`config.mk`:
```
export PLATFORM = sky130hd
export DESIGN_NAME = sw_chunk_codec
export DESIGN_NICKNAME = d
export VERILOG_FILES = /design/src/rtl/sw_chunk_pkg.sv /design/src/rtl/sw_bit_timer.sv /design/src/rtl/sw_chunk_tx.sv /design/src/rtl/sw_chunk_rx.sv /design/src/rtl/sw_chunk_codec.sv
export SDC_FILE = /design/constraint.sdc
export NUM_CORES = 1
export LEC_CHECK = 0
export ABC_AREA = 1
export BUFFER_PORTS_ARGS = -buffer_cell sky130_fd_sc_hd__buf_2
export CORE_UTILIZATION = 40
export CTS_CLUSTER_SIZE = 10
export DETAILED_ROUTE_END_ITERATION = 12
export PLACE_DENSITY = 0.58
export SETUP_SLACK_MARGIN = 0.2
export SYNTH_ARGS = -nofsm -noshare
export SYNTH_HDL_FRONTEND = slang
export SYNTH_SLANG_ARGS = --single-unit
```
`constraint.sdc`:
```
create_clock -name clk_i -period 1.72 [get_ports clk_i]
set_input_delay 0.172 -clock clk_i [delete_from_list [all_inputs] [get_ports clk_i]]
set_output_delay 0.172 -clock clk_i [all_outputs]
set_load 0.1 [all_outputs]
```
`src/rtl/sw_chunk_pkg.sv`:
```
package sw_chunk_pkg;

  typedef enum logic [2:0] {
    TX_IDLE,
    TX_SYNC_LO,
    TX_SYNC_HI,
    TX_DATA,
    TX_PAR
  } tx_state_e;

  typedef enum logic {
    RX_IDLE,
    RX_BITS
  } rx_state_e;

  function automatic int unsigned period_us(input int unsigned sel);
    case (sel)
      0:       return 4;
      1:       return 6;
      2:       return 12;
      3:       return 24;
      4:       return 36;
      default: return 48;
    endcase
  endfunction

  function automatic int unsigned bit_cycles(input int unsigned sel, input int unsigned mhz);
    return period_us(sel) * mhz;
  endfunction

  function automatic int unsigned half_first(input int unsigned cyc);
    return cyc / 2;
  endfunction

  function automatic int unsigned half_second(input int unsigned cyc);
    return cyc - cyc / 2;
  endfunction

endpackage

```
`src/rtl/sw_bit_timer.sv`:
```
module sw_bit_timer #(
  parameter int unsigned CYC   = 96,
  parameter int unsigned CNT_W = (CYC > 1) ? $clog2(CYC) : 1
) (
  input  logic             clk_i,
  input  logic             rst_ni,
  input  logic             clr_i,
  input  logic             run_i,
  output logic [CNT_W-1:0] cnt_o,
  output logic             wrap_o
);

  localparam logic [CNT_W-1:0] LAST = CNT_W'(CYC - 1);

  logic [CNT_W-1:0] cnt_q;

  assign wrap_o = run_i && (cnt_q == LAST);
  assign cnt_o  = cnt_q;

  always_ff @(posedge clk_i or negedge rst_ni) begin
    if (!rst_ni) begin
      cnt_q <= '0;
    end else if (clr_i) begin
      cnt_q <= '0;
    end else if (run_i) begin
      cnt_q <= wrap_o ? '0 : cnt_q + CNT_W'(1);
    end
  end

endmodule

```
`src/rtl/sw_chunk_tx.sv`:
```
module sw_chunk_tx
  import sw_chunk_pkg::*;
#(
  parameter int unsigned DATA_W  = 8,
  parameter int unsigned BIT_CYC = 96,
  parameter int unsigned LEN_W   = $clog2(DATA_W + 1)
) (
  input  logic              clk_i,
  input  logic              rst_ni,
  input  logic              start_i,
  input  logic              sync_i,
  input  logic [LEN_W-1:0]  len_i,
  input  logic [DATA_W-1:0] data_i,
  input  logic              line_i,
  output logic              line_o,
  output logic              busy_o,
  output logic              done_o
);

  localparam int unsigned TMO_CYC = 5 * BIT_CYC;
  localparam int unsigned TMO_W   = $clog2(TMO_CYC);
  localparam logic [TMO_W-1:0] TMO_LAST = TMO_W'(TMO_CYC - 1);
  localparam int unsigned CNT_W   = (BIT_CYC > 1) ? $clog2(BIT_CYC) : 1;

  tx_state_e         st_q;
  logic [DATA_W-1:0] sh_q;
  logic [LEN_W-1:0]  left_q;
  logic              par_q;
  logic              line_q;
  logic              done_q;
  logic [TMO_W-1:0]  tmo_q;

  logic [DATA_W-1:0] load_sh;
  logic [LEN_W-1:0]  sh_amt;
  logic              accept;
  logic              enter_data;
  logic              t_clr, t_run, t_wrap;
  logic [CNT_W-1:0]  t_cnt;

  // left-align the chunk so the MSB of the chunk sits at the top
  assign sh_amt     = LEN_W'(DATA_W) - len_i;
  assign load_sh    = data_i << sh_amt;
  assign accept     = (st_q == TX_IDLE) && start_i;
  assign enter_data = (accept && !sync_i) || ((st_q == TX_SYNC_HI) && line_i);
  assign t_clr      = enter_data;
  assign t_run      = (st_q == TX_DATA) || (st_q == TX_PAR);

  sw_bit_timer #(.CYC(BIT_CYC), .CNT_W(CNT_W)) u_timer (
    .clk_i  (clk_i),
    .rst_ni (rst_ni),
    .clr_i  (t_clr),
    .run_i  (t_run),
    .cnt_o  (t_cnt),
    .wrap_o (t_wrap)
  );

  always_ff @(posedge clk_i or negedge rst_ni) begin
    if (!rst_ni) begin
      st_q   <= TX_IDLE;
      sh_q   <= '0;
      left_q <= '0;
      par_q  <= 1'b0;
      line_q <= 1'b1;
      done_q <= 1'b0;
      tmo_q  <= '0;
    end else begin
      done_q <= 1'b0;
      case (st_q)
        TX_IDLE: begin
          if (start_i) begin
            sh_q   <= load_sh;
            par_q  <= ^load_sh;
            left_q <= len_i - LEN_W'(1);
            if (sync_i) begin
              st_q  <= TX_SYNC_LO;
              tmo_q <= '0;
            end else begin
              st_q   <= TX_DATA;
              line_q <= load_sh[DATA_W-1];
            end
          end
        end
        TX_SYNC_LO: begin
          tmo_q <= tmo_q + TMO_W'(1);
          if (!line_i || (tmo_q == TMO_LAST)) st_q <= TX_SYNC_HI;
        end
        TX_SYNC_HI: begin
          if (line_i) begin
            st_q   <= TX_DATA;
            line_q <= sh_q[DATA_W-1];
          end
        end
        TX_DATA: begin
          if (t_wrap) begin
            if (left_q == '0) begin
              st_q   <= TX_PAR;
              line_q <= par_q;
            end else begin
              sh_q   <= sh_q << 1;
              line_q <= sh_q[DATA_W-2];
              left_q <= left_q - LEN_W'(1);
            end
          end
        end
        TX_PAR: begin
          if (t_wrap) begin
            st_q   <= TX_IDLE;
            line_q <= 1'b0;   // trailing low gives the next sync a rising edge
            done_q <= 1'b1;
          end
        end
        default: st_q <= TX_IDLE;
      endcase
    end
  end

  assign line_o = line_q;
  assign busy_o = (st_q != TX_IDLE);
  assign done_o = done_q;

endmodule

```
`src/rtl/sw_chunk_rx.sv`:
```
module sw_chunk_rx
  import sw_chunk_pkg::*;
#(
  parameter int unsigned DATA_W  = 8,
  parameter int unsigned BIT_CYC = 96,
  parameter int unsigned ERR_W   = 8,
  parameter int unsigned LEN_W   = $clog2(DATA_W + 1)
) (
  input  logic              clk_i,
  input  logic              rst_ni,
  input  logic              start_i,
  input  logic [LEN_W-1:0]  len_i,
  input  logic              line_i,
  output logic              busy_o,
  output logic              done_o,
  output logic [DATA_W-1:0] data_o,
  output logic              perr_o,
  output logic [ERR_W-1:0]  err_cnt_o
);

  localparam int unsigned CNT_W = (BIT_CYC > 1) ? $clog2(BIT_CYC) : 1;
  localparam int unsigned HALF1 = half_first(BIT_CYC);
  // sample edge sits HALF1 cycles after the bit's first edge; HALF2 cycles remain
  localparam logic [CNT_W-1:0] SAMPLE_AT = CNT_W'(HALF1 - 1);

  rx_state_e         st_q;
  logic [DATA_W-1:0] sh_q;
  logic [LEN_W-1:0]  left_q;
  logic              par_q;
  logic              bad_q;
  logic [DATA_W-1:0] data_q;
  logic              perr_q;
  logic              done_q;
  logic [ERR_W-1:0]  cnt_q;

  logic             t_clr, t_run, t_wrap, smp;
  logic [CNT_W-1:0] t_cnt;

  assign t_clr = (st_q == RX_IDLE) && start_i;
  assign t_run = (st_q == RX_BITS);
  assign smp   = t_run && (t_cnt == SAMPLE_AT);

  sw_bit_timer #(.CYC(BIT_CYC), .CNT_W(CNT_W)) u_timer (
    .clk_i  (clk_i),
    .rst_ni (rst_ni),
    .clr_i  (t_clr),
    .run_i  (t_run),
    .cnt_o  (t_cnt),
    .wrap_o (t_wrap)
  );

  always_ff @(posedge clk_i or negedge rst_ni) begin
    if (!rst_ni) begin
      st_q   <= RX_IDLE;
      sh_q   <= '0;
      left_q <= '0;
      par_q  <= 1'b0;
      bad_q  <= 1'b0;
      data_q <= '0;
      perr_q <= 1'b0;
      done_q <= 1'b0;
      cnt_q  <= '0;
    end else begin
      done_q <= 1'b0;
      case (st_q)
        RX_IDLE: begin
          if (start_i) begin
            st_q   <= RX_BITS;
            left_q <= len_i;
            sh_q   <= '0;
            par_q  <= 1'b0;
            bad_q  <= 1'b0;
          end
        end
        RX_BITS: begin
          if (smp) begin
            if (left_q != '0) begin
              sh_q  <= {sh_q[DATA_W-2:0], line_i};
              par_q <= par_q ^ line_i;
            end else begin
              bad_q <= par_q ^ line_i;
            end
          end
          if (t_wrap) begin
            if (left_q == '0) begin
              st_q   <= RX_IDLE;
              done_q <= 1'b1;
              data_q <= sh_q;
              perr_q <= bad_q;
              if (bad_q) cnt_q <= cnt_q + ERR_W'(1);
            end else begin
              left_q <= left_q - LEN_W'(1);
            end
          end
        end
        default: st_q <= RX_IDLE;
      endcase
    end
  end

  assign busy_o    = (st_q == RX_BITS);
  assign done_o    = done_q;
  assign data_o    = data_q;
  assign perr_o    = perr_q;
  assign err_cnt_o = cnt_q;

endmodule

```
`src/rtl/sw_chunk_codec.sv`:
```
module sw_chunk_codec
  import sw_chunk_pkg::*;
#(
  parameter int unsigned DATA_W    = 8,
  parameter int unsigned CLK_MHZ   = 16,
  parameter int unsigned SPEED_SEL = 1,
  parameter int unsigned ERR_W     = 8,
  parameter int unsigned LEN_W     = $clog2(DATA_W + 1)
) (
  input  logic              clk_i,
  input  logic              rst_ni,
  input  logic              tx_start_i,
  input  logic              tx_sync_i,
  input  logic [LEN_W-1:0]  tx_len_i,
  input  logic [DATA_W-1:0] tx_data_i,
  output logic              tx_line_o,
  output logic              tx_busy_o,
  output logic              tx_done_o,
  input  logic              line_i,
  input  logic              rx_start_i,
  input  logic [LEN_W-1:0]  rx_len_i,
  output logic              rx_busy_o,
  output logic              rx_done_o,
  output logic [DATA_W-1:0] rx_data_o,
  output logic              rx_perr_o,
  output logic [ERR_W-1:0]  rx_err_cnt_o
);

  localparam int unsigned BIT_CYC = bit_cycles(SPEED_SEL, CLK_MHZ);

  sw_chunk_tx #(
    .DATA_W  (DATA_W),
    .BIT_CYC (BIT_CYC),
    .LEN_W   (LEN_W)
  ) u_tx (
    .clk_i  (clk_i),
    .rst_ni (rst_ni),
    .start_i(tx_start_i),
    .sync_i (tx_sync_i),
    .len_i  (tx_len_i),
    .data_i (tx_data_i),
    .line_i (line_i),
    .line_o (tx_line_o),
    .busy_o (tx_busy_o),
    .done_o (tx_done_o)
  );

  sw_chunk_rx #(
    .DATA_W  (DATA_W),
    .BIT_CYC (BIT_CYC),
    .ERR_W   (ERR_W),
    .LEN_W   (LEN_W)
  ) u_rx (
    .clk_i    (clk_i),
    .rst_ni   (rst_ni),
    .start_i  (rx_start_i),
    .len_i    (rx_len_i),
    .line_i   (line_i),
    .busy_o   (rx_busy_o),
    .done_o   (rx_done_o),
    .data_o   (rx_data_o),
    .perr_o   (rx_perr_o),
    .err_cnt_o(rx_err_cnt_o)
  );

endmodule

```
Word-level counts from Yosys, hierarchy flattened
Cells that the tools add are included.

Logic and storage cells: 141. Output and inout bits: 22. Register bits after elaboration: 74.

Reduce and logical (&&, ||, !) cells: 33. Equality and inequality tests: 23. Multiplexer cells: 56. Add/sub/neg operators: 8. Shift operators: 1. Bitwise logic cells: 2.

Operator list (count): $mux W8 (6); $mux W7 (6); $pmux W8 S2 (2); $ne A2 B2 Y1 const B (14); $mux W4 (6); $mux W1 (19); $mux W3 (6); $mux W9 (2); $pmux W9 S2 (1); $pmux W4 S2 (2); $pmux W3 S5 (1); $reduce_and A3 Y1 (5); $add A7 B1 Y7 const B (2); $eq A7 B7 Y1 const B (2); $reduce_and A6 Y1 (2); $sub A4 B1 Y4 const B (3); $add A9 B1 Y9 const B (1); $eq A9 B9 Y1 const B (1); $add A8 B1 Y8 const B (1); $logic_not A4 Y1 (2); $reduce_and A4 Y1 (2); $reduce_bool A2 Y1 (4); $reduce_bool A4 Y1 (2); $reduce_xor A8 Y1 (1); other kinds (18) (30).

Longest topological paths before layout
Depth in word-level cells: 6. Depth in mapped cells: 17. Depth with buffers taken out: 15.

By module
From an unflattened synthesis, not the netlist that was laid out.

Cells, all modules: 634. Area total of the unflattened synthesis: 4657.0 µm².

Modules (own cells, without submodules): sw_chunk_tx (area each 2089.5 µm², cells each 304, instances 1); sw_chunk_rx (area each 1694.1 µm², cells each 208, instances 1); sw_bit_timer (area each 436.7 µm², cells each 61, instances 2).

Least setup slack after synthesis
OpenSTA, ideal clock, no wires.

Path kind: reg2reg. Start point: reg u_rx.st_q (netlist: u_rx.busy_o). End point: reg u_rx.cnt_q[7] (netlist: u_rx.err_cnt_o[7]). Slack: -0.507 ns. Arrival time: 2.069 ns. Setup time: 0.158 ns. Data required time: 1.562 ns. Cell stages (with the launch flop): 10. Cells stage by stage: dfrtp_1 buf_4 inv_2 nor2_1 inv_1 nor2_4 nand2_4 nor2_4 nand4_2 xnor2_1.

Cells in the longest elaborated chain, start to end: 2.

Ends and longest elaborated chain: from (decl) (line sw_chunk_rx.sv:26) `rx_state_e st_q;`; from (signal assigned) (line sw_chunk_rx.sv:54) `st_q <= RX_IDLE;`; from (signal assigned) (line sw_chunk_rx.sv:68) `st_q <= RX_BITS;`; from (signal assigned) (line sw_chunk_rx.sv:86) `st_q <= RX_IDLE;`; $logic_and A1 B1 Y1 (line sw_bit_timer.sv:17) `assign wrap_o = run_i && (cnt_q == LAST);`; $reduce_and A4 Y1 (no line) (*); to (signal assigned) (line sw_chunk_rx.sv:90) `if (bad_q) cnt_q <= cnt_q + ERR_W'(1);`; to (decl) (line sw_chunk_rx.sv:34) `logic [ERR_W-1:0] cnt_q;`.

Every way passes the cells marked *; elsewhere a longest branch is shown, timed or not. A chain may end at the register's enable or synchronous reset.

Worst setup path in the final report
Start point: reg u_rx.u_timer.cnt_q[0] (netlist: u_rx.u_timer.cnt_o[0]). End point: reg u_rx.sh_q[1].

Cells in the longest elaborated chain, start to end: 4.

Ends and longest elaborated chain: from (decl) (line sw_bit_timer.sv:15) `logic [CNT_W-1:0] cnt_q;`; from (signal assigned) (line sw_bit_timer.sv:26) `cnt_q <= wrap_o ? '0 : cnt_q + CNT_W'(1);`; $eq A7 B6 Y1 (line sw_chunk_rx.sv:41) `assign smp = t_run && (t_cnt == SAMPLE_AT);`; $logic_and A1 B1 Y1 (line sw_chunk_rx.sv:41); $ne A2 B2 Y1 (no line); $reduce_and A3 Y1 (no line); to (signal assigned) (line sw_chunk_rx.sv:78) `sh_q <= {sh_q[DATA_W-2:0], line_i};`; to (decl) (line sw_chunk_rx.sv:27) `logic [DATA_W-1:0] sh_q;`.

Every way passes these cells.

==> impl_results.md <==
* Asr flop ratio synth at 100%
* Die height at 106 um
* TritonCTS clock tree: done
* Die X at 106 um
* Max_slew headroom at around two thirds
* Status: finished clean
* DRT Wirelength at 9.90 mm
* GPL Wtd Cong at 0.849
* Vias in the first global route at between 3000 and 4000
* Port Buffer Count at 43
* Fraction of layout cells with a size suffix above 1 at 42.4%
* Synthesized area per cell at between 8 and 9 um2
* Hold/Removal Path Class: in -> reg
* Slowest stage cell, crit path: dfrtp_1
* Most common cell in the synthesized netlist: nand2_1
* Number of setup violations in the final report at 0
* CP Launch Point: u_rx.u_timer.cnt_o[0]
* Number of enable flip-flop cells after synthesis at 0
* Crit path capture type: register
* Switching pwr at ~3.5 mW
* Buffers and inverters on the worst path at 1
* Num CTS Buffers at 9
* Multi-input gate area at 2520 um2
* Pwr/cell area at 1380 nW/um2
* Flop pwr share at approximately a third
* R2R Path Start: u_rx.u_timer.cnt_o[0]
* Critical Path Max Stage Delay at 0.41 ns
* H-tree depth at 3
* Critical path peak fanout at 9
* Drt wl/cell at 12.7 um
* Area growth, synth to finish at 37.6%
* Total track usage at between 10% and 20%
* Most frequent cells after synthesis: nand2_1 (119), dfrtp_1 (73), inv_1 (57), nand3_1 (56), o21ai_0 (41)
* CTS clock-pin slew for the worst setup and hold paths at 0.09 ns
* Worst EP arrival at 1.96 ns
* Reg2Reg Setup Slack at 0.03 ns
* Combinational group share of total power at 49.1%
* RSZ-0062 raised after global routing: yes
* Worst-Skew Late Latency at approximately 0.35 ns
* Slew Viols, Final at 0
* Hold WS at 0.0780 ns
* Cell-internal power at 4.62 mW
* Vias per inst at approximately 5
* FMAX at about 590 MHz
* Net Sw Frac at 43.2%
* Min Tclk post-route at ~1.7 ns
* Pre-Repair DR Iteration Count at 4
* Placed Area at between 4000 and 5000 um2
* CP most frequent cell: nand3_4
* Synth area leader: dfrtp_1
* Top delay family on crit path: flip-flops
* Worst path cell trace: ha_4, nand3_4, nor2_4, nand3_4, a21oi_4, clkbuf_16, nand3_2, o21ai_1
* Synth Warn # at 0
* Post-synth cell types at 46
* Io pins at 44
* First DRT Iteration DRCs at about 100
* R2R cell count at 8
* DRC at 0
* Largest net degree at the start of global routing at 33
* Synth Flop Type: dfrtp_1
* Sequential area share after synthesis at 43.2%
* Kind of critical path: reg -> reg
* Initial antenna violation count at 0
* Sequential Area at 1860 um2
* Ant. Diodes at 0
* Syn nets at 563
* Worst Setup Start Kind: register
* # nets final at 667
* CTS Root Cell: clkbuf_8
* Mapped Cells at 533
* Worst setup path endpoint: u_rx.sh_q[1]
* Clk buf depth at 2
* Filler cells at roughly 930
* # rows at 37
* Final Cycle Share at 98.3%
* Total core area at 10400 um2
* Crit path depth at 8
* Clock skew at 0.0156 ns
* Initial core utilization at 41.4%
* First-pass GRT wire length at roughly 16 mm
* Max VDD drop at 1.21 mV
* Die footprint at 11100 um2
* Reg2reg end: u_rx.sh_q[1]
* Required time of the critical path at 1.99 ns
* Post-route cell area at 5900 um2
* Cells taking the most area after synthesis: dfrtp_1 (43%), nand2_1 (10%), nand3_1 (6.5%)
* #FFs+latches synth at between 70 and 80
* Leakage at 2.85 nW
* Antenna violation net count after detailed routing at 0
* Clk pwr share at ~18%
* MaxCap Viol Count at 0
* Cell area after synthesis at 4290 um2
* Routed via count at 3807
* Yosys top cell area share at 42.6%
* Worst-Margin Slew at 0.497 ns
* Clk sinks at 74
* Gr ovfl total at 0
* Detailed placer's ending HPWL at 6.72 mm
* Fin. Hold Viols at 0
[cell families (layout without fill, tap and decap cells)]
group,after synthesis,in the layout,share of synthesized area [%]
simple gates,258,258,30.0
compound gates,95,95,13.0
buf+inv,83,192,8.37
flops,74,74,43.2
xor+xnor,14,14,2.86
fa+ha+maj,8,8,2.33
mux,1,1,0.263
[worst register-to-register path, delay by kind of cell, from the launching register on]
| kind | cells | cell delay [ns] |
|---|---|---|
| simple gates | 4 | 0.41 |
| buf+inv | 1 | 0.22 |
| fa+ha+maj | 1 | 0.20 |
| compound gates | 2 | 0.38 |
| flops | 1 | 0.41 |
[area by class of cell]
class,count,share of cell area (%)
clock buffer,9,2.10
tap,136,2.88
sequential,74,31.6
timing repair buffer,103,13.8
inverter,73,5.49
clock inverter,7,1.40
multi-input combinational,376,42.8
[routing by layer]
metal / GRT usage, % / up-vias / part of all wire, %
met4: 3.97 / 0 / 0.91
met1: 23.5 / 1798 / 46
met3: 3.90 / 8 / 2.8
met5: 0 / - / 0
li1: - / 1951 / -
met2: 30.8 / 50 / 50
[power by group through the flow]
stage,Sequential (mW),Combinational (mW),Clock (mW)
6_report,2.71,3.99,1.44
5_1_grt,2.78,4.40,1.56
4_1_cts,2.63,3.35,1.48
3_5_place_dp,2.64,2.88,0
3_3_place_gp,2.63,2.83,0
2_1_floorplan,2.76,2.09,0
[worst min-delay path by stage]
stage	start	to	slack [ns]	cells after the start
floorplan	rst_ni	u_rx.bad_q	-0.12	0
global placement	rst_ni	u_rx.left_q[1]	0.14	1
detailed placement	rst_ni	u_rx.left_q[3]	0.14	1
CTS	rx_len_i[3]	u_rx.left_q[3]	0.06	3
global route	rx_len_i[1]	u_rx.left_q[1]	0.08	3
finish	rx_len_i[3]	u_rx.left_q[3]	0.08	3
[registers in the layout, summed over array words and instances, names as in the netlist]
name and flops:
u_tx.sh_q 8, u_tx.line_o 1, u_rx.left_q 4, u_rx.u_timer.cnt_o 7, u_rx.bad_q 1, u_rx.perr_o 1, u_tx.u_timer.cnt_o 7, u_tx.st_q 3
u_tx.tmo_q 9, u_rx.data_o 8, u_rx.sh_q 8, u_rx.par_q 1, u_rx.done_o 1, u_tx.done_o 1, u_rx.err_cnt_o 8, u_tx.par_q 1
u_tx.left_q 4, u_rx.busy_o 1
[placed cells by master, fill, tap and decap left out, drive strengths merged, types with 2 or more instances in the layout]
cell type,n
nand2,139
a32o,2
nor3,9
nor2,41
buf,100
o22ai,3
o21ai,53
xor2,8
nand3,62
nand4,4
ha,8
dfrtp,73
o211ai,3
a21oi,28
clkbuf,11
inv,76
xnor2,6
clkinvlp,2
[what timing repair did]
action | 4_1_cts | 5_1_grt
hold endpoints to repair | 30 | 0
gates cloned | 1 | 2
pin swaps | 24 | 39
setup buffers | 18 | 18
gates resized for setup | 38 | 98
setup endpoints to repair | 56 | 62
hold buffers | 1 | 0
[metrics by stage]
| step | setup slack [ns] | total power, mW | std cells | utilization [%] | TNS, ns |
|---|---|---|---|---|---|
| floorplan | -0.0413 | 4.85 | 533 | - | -0.0607 |
| global placement | -0.0121 | 5.46 | 722 | 46.9 | -0.0121 |
| detailed placement | -0.0546 | 5.52 | 722 | 46.9 | -0.0818 |
| CTS | 0.0392 | 7.46 | 758 | 51.7 | 0 |
| global route | -0.0373 | 8.74 | 778 | 56.9 | -0.197 |
| finish | 0.0293 | 8.14 | 778 | 56.9 | 0 |
(Power assumes the default switching activity.)
